$ cat config.mk
export PLATFORM = sky130hd
export DESIGN_NAME = tob_offset_bank
export DESIGN_NICKNAME = d
export VERILOG_FILES = /design/src/rtl/tob_pkg.sv /design/src/rtl/tob_decode.sv /design/src/rtl/tob_slot.sv /design/src/rtl/tob_vcount.sv /design/src/rtl/tob_offset_bank.sv
export SDC_FILE = /design/constraint.sdc
export NUM_CORES = 2
export LEC_CHECK = 0
export ABC_CLOCK_PERIOD_IN_PS = 3150
export BUFFER_PORTS_ARGS = -buffer_cell sky130_fd_sc_hd__clkbuf_2
export CORE_AREA = 2 2 489 491
export DETAILED_ROUTE_END_ITERATION = 16
export DIE_AREA = 0 0 491 493
export MAX_ROUTING_LAYER = met4
export PLACE_DENSITY = 0.5
export SLEW_MARGIN = 20
export SYNTH_ARGS = -nofsm -noshare
export SYNTH_HDL_FRONTEND = slang
export SYNTH_SLANG_ARGS = --single-unit
$ cat constraint.sdc
create_clock -name clk -period 3.15 [get_ports clk]
set_input_delay 0.4725 -clock clk [delete_from_list [all_inputs] [get_ports clk]]
set_output_delay 0.4725 -clock clk [all_outputs]
set_load 0.01 [all_outputs]
$ cat src/rtl/tob_pkg.sv
package tob_pkg;
   localparam int TOB_MAX_SLOTS = 8;
   localparam int TOB_WORD_W    = 64;

   typedef logic [TOB_WORD_W-1:0] tob_word_t;
   typedef logic [2:0]            tob_idx_t;

   typedef struct packed {
      logic     ok;     // access fully permitted
      logic     upper;  // 32-bit access targets bits [63:32]
      tob_idx_t idx;    // slot index
   } tob_dec_t;
endpackage

$ cat src/rtl/tob_decode.sv
module tob_decode
   import tob_pkg::*;
#(
   parameter int                   ADDR_W    = 12,
   parameter logic [ADDR_W-1:0]    BASE_ADDR = 'h080,
   parameter int                   NUM_SLOTS = 8,
   parameter logic [NUM_SLOTS-1:0] IMPL_MASK = '1,
   parameter bit                   ATOMIC64  = 1'b1
) (
   input  logic [ADDR_W-1:0]    addr,
   input  logic                 wide,
   input  logic                 secure,
   input  logic [NUM_SLOTS-1:0] ns_permit,
   output tob_dec_t             dec
);
   localparam logic [ADDR_W-1:0] SPAN = ADDR_W'(8 * NUM_SLOTS);

   logic [ADDR_W-1:0] rel;
   logic in_win, aligned, width_ok, present, permitted;
   tob_idx_t idx;

   always_comb begin
      rel       = addr - BASE_ADDR;
      in_win    = (addr >= BASE_ADDR) && (rel < SPAN);
      aligned   = wide ? (rel[2:0] == 3'd0) : (rel[1:0] == 2'd0);
      width_ok  = !wide || ATOMIC64;
      idx       = rel[5:3];
      present   = IMPL_MASK[idx];
      permitted = secure || ns_permit[idx];
      dec.ok    = in_win && aligned && width_ok && present && permitted;
      dec.upper = rel[2];
      dec.idx   = idx;
   end
endmodule

$ cat src/rtl/tob_slot.sv
module tob_slot
   import tob_pkg::*;
#(
   parameter bit IMPLEMENTED = 1'b1
) (
   input  logic      clk,
   input  logic      wr_en,
   input  logic [7:0] lane_strb,
   input  tob_word_t lane_data,
   output tob_word_t value
);
   generate
      if (IMPLEMENTED) begin : g_store
         tob_word_t store_q;
         always_ff @(posedge clk) begin
            if (wr_en) begin
               for (int b = 0; b < 8; b++) begin
                  if (lane_strb[b]) store_q[8*b +: 8] <= lane_data[8*b +: 8];
               end
            end
         end
         assign value = store_q;
      end else begin : g_absent
         logic unused_ok;
         assign unused_ok = &{1'b0, clk, wr_en, lane_strb, lane_data};
         assign value     = '0;
      end
   endgenerate
endmodule

$ cat src/rtl/tob_vcount.sv
module tob_vcount
   import tob_pkg::*;
(
   input  logic      clk,
   input  logic      rst_n,
   input  tob_word_t phys,
   input  tob_word_t offset,
   output tob_word_t vcount
);
   always_ff @(posedge clk or negedge rst_n) begin
      if (!rst_n) vcount <= '0;
      else        vcount <= phys - offset;
   end
endmodule

$ cat src/rtl/tob_offset_bank.sv
module tob_offset_bank
   import tob_pkg::*;
#(
   parameter int                   ADDR_W    = 12,
   parameter logic [ADDR_W-1:0]    BASE_ADDR = 'h080,
   parameter int                   NUM_SLOTS = 8,
   parameter logic [NUM_SLOTS-1:0] IMPL_MASK = '1,
   parameter bit                   ATOMIC64  = 1'b1
) (
   input  logic                      clk,
   input  logic                      rst_n,
   input  logic                      req_valid,
   input  logic                      req_write,
   input  logic                      req_wide,
   input  logic                      req_secure,
   input  logic [ADDR_W-1:0]         req_addr,
   input  logic [63:0]               req_wdata,
   input  logic [7:0]                req_wstrb,
   input  logic [NUM_SLOTS-1:0]      ns_permit,
   output logic                      rsp_valid,
   output logic [63:0]               rsp_rdata,
   input  logic [63:0]               phys_count,
   output logic [64*NUM_SLOTS-1:0]   offset_out,
   output logic [64*NUM_SLOTS-1:0]   virt_count_out
);
   initial begin
      assert (NUM_SLOTS >= 1 && NUM_SLOTS <= TOB_MAX_SLOTS)
         else $error("NUM_SLOTS out of range");
      assert (BASE_ADDR[5:0] == 6'd0)
         else $error("BASE_ADDR must be 64-byte aligned");
      assert (ADDR_W >= 7) else $error("ADDR_W too small");
   end

   tob_dec_t  dec;
   logic [7:0] lane_strb;
   tob_word_t lane_data;
   tob_word_t slot_val [NUM_SLOTS];
   tob_word_t sel, rd_next;

   tob_decode #(
      .ADDR_W(ADDR_W), .BASE_ADDR(BASE_ADDR), .NUM_SLOTS(NUM_SLOTS),
      .IMPL_MASK(IMPL_MASK), .ATOMIC64(ATOMIC64)
   ) decode_i (
      .addr(req_addr), .wide(req_wide), .secure(req_secure),
      .ns_permit(ns_permit), .dec(dec)
   );

   // Steer a 32-bit word onto the half of the 64-bit slot it addresses.
   always_comb begin
      if (req_wide) begin
         lane_strb = req_wstrb;
         lane_data = req_wdata;
      end else begin
         lane_strb = dec.upper ? {req_wstrb[3:0], 4'b0000} : {4'b0000, req_wstrb[3:0]};
         lane_data = {req_wdata[31:0], req_wdata[31:0]};
      end
   end

   genvar n;
   generate
      for (n = 0; n < NUM_SLOTS; n++) begin : g_slot
         logic wr_hit;
         assign wr_hit = req_valid && req_write && dec.ok && (dec.idx == tob_idx_t'(n));

         tob_slot #(.IMPLEMENTED(IMPL_MASK[n])) slot_i (
            .clk(clk), .wr_en(wr_hit), .lane_strb(lane_strb),
            .lane_data(lane_data), .value(slot_val[n])
         );

         tob_vcount vcount_i (
            .clk(clk), .rst_n(rst_n), .phys(phys_count), .offset(slot_val[n]),
            .vcount(virt_count_out[64*n +: 64])
         );

         assign offset_out[64*n +: 64] = slot_val[n];
      end
   endgenerate

   always_comb begin
      sel = '0;
      for (int i = 0; i < NUM_SLOTS; i++) begin
         if (dec.idx == tob_idx_t'(i)) sel = slot_val[i];
      end
      if (!dec.ok || req_write) rd_next = '0;
      else if (req_wide)        rd_next = sel;
      else                      rd_next = {32'd0, dec.upper ? sel[63:32] : sel[31:0]};
   end

   always_ff @(posedge clk or negedge rst_n) begin
      if (!rst_n) begin
         rsp_valid <= 1'b0;
         rsp_rdata <= '0;
      end else begin
         rsp_valid <= req_valid;
         rsp_rdata <= req_valid ? rd_next : 64'd0;
      end
   end
endmodule

==> flow_metrics.py <==
metrics = {
    "timing": {
        "skew_ns": 0.03543,
        "slew-limit-headroom_pct": 24.19,
        "rsz0062_at_grt": "yes",
        "finalHoldViolCount": 0,
        "setup_viol": 232,
        "min_period_over_period_pct": 120.2,
        "fmax_ghz": 0.2642,
        "final_max_slew_viol_count": 0,
        "setup_slack_ns": -0.6355,
        "tightest_slew_ns": 1.135,
        "layout_min_cycle_time_ns": 3.785,
    },
    "die": {
        "io_pins": 1251,
        "fp.dieArea_sq_um": 242100,
        "core_area_sq_um": 237000,
        "die_w_microns": 491,
        "rows": 179,
        "start_util_pct": 27.50,
        "dieHeight_microns": 493,
    },
    "cts": {
        "cts.sinks": 1089,
        "cts_max_level": 4,
        "cts_tree": "done",
        "clk_latency_ns": 0.84,
        "clk_path_buf_depth": 3,
        "cts_made_buffers": 141,
        "cts-root-buf": "clkbuf_16",
        "clkTransAtPathRegs_ns": 0.06,
    },
    "logic_synthesis": {
        "yosys.area.top_type": "edfxtp_1",
        "synth_edf_count": 512,
        "synth_mux_area_share_pct": 5.545,
        "syn-instance-count": 6240,
        "ys_seq_area_share_pct": 45.75,
        "synth_compound_area_share_pct": 17.10,
        "yosysMostFrequentCell": "inv_1",
        "synth_nets": 6915,
        "synth-xor-area-share_pct": 6.196,
        "synth-seq-cells": 1089,
        "postSynthAreaPerCell_sq_um": 10.44,
        "synthSimpleGateAreaFrac_pct": 10.75,
        "async_flop_share_pct": 52.98,
        "synth_cell_types": 102,
        "synth_top_family_by_area": "compound AO/OA/AOI/OAI gates",
        "ys_warn_count": 0,
        "syn_area_sq_um": 65160,
        "yosys.area_share.adder_pct": 9.942,
        "synth_top_area_share_pct": 23.59,
        "synthFlopType": "dfrtp_1",
        "yosys-top-cells-area": "edfxtp_1 24%, dfrtp_1 22%, ha_1 9.7%",
        "synthTopCellsByCount": "607 x inv_1, 577 x dfrtp_1, 512 x edfxtp_1, 505 x ha_1, 503 x a21oi_1",
    },
    "power_and_ir_drop": {
        "leakage_nw": 50.21,
        "vdd_drop_max_mv": 0.4247,
        "powerDensity_nw_per_um2": 416.7,
    },
    "route": {
        "drtIter0Drc": 8299,
        "drt-wirelength-per-cell_microns": 33.69,
        "num_vias": 69170,
        "viasPerCell": 5.243,
        "ant_nets": 0,
        "drc": 0,
        "first_pass_iters": 5,
        "routed_wl_microns": 444400,
    },
    "cells_and_area": {
        "final_cells": 13190,
        "syn2layout_area_growth_pct": 59.10,
        "drive_gt1_share_pct": 47.19,
        "postLayoutCellArea_sq_um": 103700,
        "fin_nets": 10540,
        "nFillCells": 23150,
    },
    "global_route": {
        "grt_usage_pct": 36.38,
        "grt_overflow_total": 0,
        "grt_max_degree": 76,
        "grt_pass1_vias": 65850,
        "antenna_found_initial": 114,
        "grt_pass1_wl_microns": 578000,
    },
    "hold_path": {
        "holdCritPathClass": "input pin to flip-flop",
    },
    "setup_path": {
        "arrival_ns": 4.49,
        "r2r_slack_ns": -0.64,
        "crit_path_start_kind": "flip-flop",
        "cp_max_fo": 4,
        "end_kind": "flip-flop",
        "required_ns": 3.86,
        "critPathKind": "flip-flop to flip-flop",
    },
    "placement": {
        "place.detailed.hpwl_microns": 379100,
        "finalWeightedCongestion": 1.078,
        "dpl-instance-area_sq_um": 92340,
        "port_buffers": 1250,
        "placedCellCount": 12700,
    },
    "job": {
        "maxCapViolCount": 0,
    },
    "run_status": {
        "status": "complete, but fails checks",
        "failed_checks": "negative setup slack",
    },
}
routing by layer:
metal	vias to the layer above	wire length (microns)	part of all wire (%)	GRT usage, %
met5	-	0	0	-
met4	0	23910	5.4	16.21
met3	556	38900	8.8	6.915
met2	3813	176600	40	48.65
met1	34920	205000	46	52.57
li1	29880	-	-	-
area by class of cell:
| cell class | instances | area (sq um) | share of cell area, % |
|---|---|---|---|
| antenna | 39 | 97.59 | 0.09414 |
| clock buffer | 181 | 3870 | 3.733 |
| clock inverter | 81 | 1085 | 1.046 |
| inverter | 607 | 2285 | 2.204 |
| multi-input combinational | 4336 | 36900 | 35.59 |
| sequential | 1089 | 29810 | 28.76 |
| tap | 3167 | 3963 | 3.822 |
| timing repair buffer | 3692 | 25660 | 24.75 |
path summary, 6_finish.rpt:
check | startpoint | to | depth (start not counted)
max | g_slot[4].slot_i.value[0]$_DFFE_PP_ | g_slot[4].vcount_i.vcount[62]$_DFF_PN0_ | 14
min | req_wdata[7] | g_slot[5].slot_i.value[7]$_DFFE_PP_ | 1
max reg2reg | g_slot[4].slot_i.value[0]$_DFFE_PP_ | g_slot[4].vcount_i.vcount[62]$_DFF_PN0_ | 14
min reg2reg | g_slot[1].slot_i.value[0]$_DFFE_PP_ | g_slot[1].vcount_i.vcount[0]$_DFF_PN0_ | 2
max in group asynchronous | rst_n | g_slot[0].vcount_i.vcount[24]$_DFF_PN0_ | 4
min in group asynchronous | rst_n | g_slot[7].vcount_i.vcount[1]$_DFF_PN0_ | 2
cell usage in the layout, fill, tap and decap left out, types with 32 or more instances in the layout:
| cell type | n |
|---|---|
| a211oi_1 | 50 |
| a21o_1 | 338 |
| a21oi_1 | 421 |
| a21oi_2 | 53 |
| a21oi_4 | 33 |
| a31oi_1 | 38 |
| and3_1 | 78 |
| buf_12 | 50 |
| buf_4 | 2280 |
| buf_6 | 107 |
| clkbuf_16 | 142 |
| clkbuf_2 | 1245 |
| dfrtp_1 | 577 |
| diode_2 | 39 |
| edfxtp_1 | 512 |
| ha_1 | 445 |
| ha_4 | 52 |
| inv_1 | 575 |
| mux2_2 | 32 |
| mux2i_1 | 73 |
| mux4_2 | 112 |
| nand2_1 | 362 |
| nand2b_1 | 63 |
| nand3_1 | 86 |
| nand4_1 | 96 |
| nor2_1 | 382 |
| nor2b_1 | 61 |
| nor3_1 | 61 |
| o211ai_1 | 42 |
| o21a_1 | 68 |
| o21ai_0 | 190 |
| o21bai_1 | 67 |
| xnor2_1 | 233 |
| xnor2_2 | 43 |
| xor2_1 | 152 |
critical path, stage by stage (launching register included):
cell and delay, ns:
edfxtp_1 0.43, ha_4 0.19, fa_2 0.34, nand2b_4 0.16
a21o_4 0.23, a21oi_4 0.15, buf_12 0.15, a21boi_4 0.08
o31ai_4 0.29, a21oi_4 0.12, o41a_1 0.54, or2_4 0.32
o311ai_4 0.35, nand4_1 0.15, o211a_1 0.14
what timing repair did:
action	CTS	global route
buffers inserted	161	99
endpoints found under the setup margin	296	261
hold endpoints to repair	156	0
resized for setup	741	208
pin swaps	396	232
hold buffers	7	0
sequential cells by signal, indices dropped and copies added (netlist names):
signal and cells:
rsp_rdata 64, g_slot.slot_i.value 512, g_slot.vcount_i.vcount 512, rsp_valid 1
power breakdown:
group | leakage [nW] | switching, W | internal [W] | total [W]
combinational | 36.3 | 0.00557 | 0.00399 | 0.00956
sequential | 11.5 | 0.000544 | 0.0157 | 0.0162
clock | 2.41 | 0.00727 | 0.0102 | 0.0174
through the flow:
step | hold WS, ns | util [%] | power (W) | setup WS [ns] | TNS [ns]
after floorplan | 0.1769 | - | 0.01947 | -0.3150 | -4.028
after global placement | 0.4262 | 38.97 | 0.02506 | -1.772 | -353.29
after detailed placement | 0.4292 | 38.97 | 0.02503 | -1.651 | -413.13
after CTS | 0.0009504 | 43.07 | 0.04306 | -0.6732 | -39.95
after global routing | 0.05707 | 43.73 | 0.04440 | -0.6924 | -65.94
final | 0.07776 | 43.75 | 0.04320 | -0.6355 | -47.48
cells by family after synthesis:
logic type | Yosys count
DFF | 1089
and+or+nand+nor | 1450
adders and majority gates | 513
xor gates and xnor gates | 461
buffers and inverters | 815
AOI/OAI and AO/OA | 1695
muxes | 217
No activity file was read; power rests on OpenSTA's default activity.
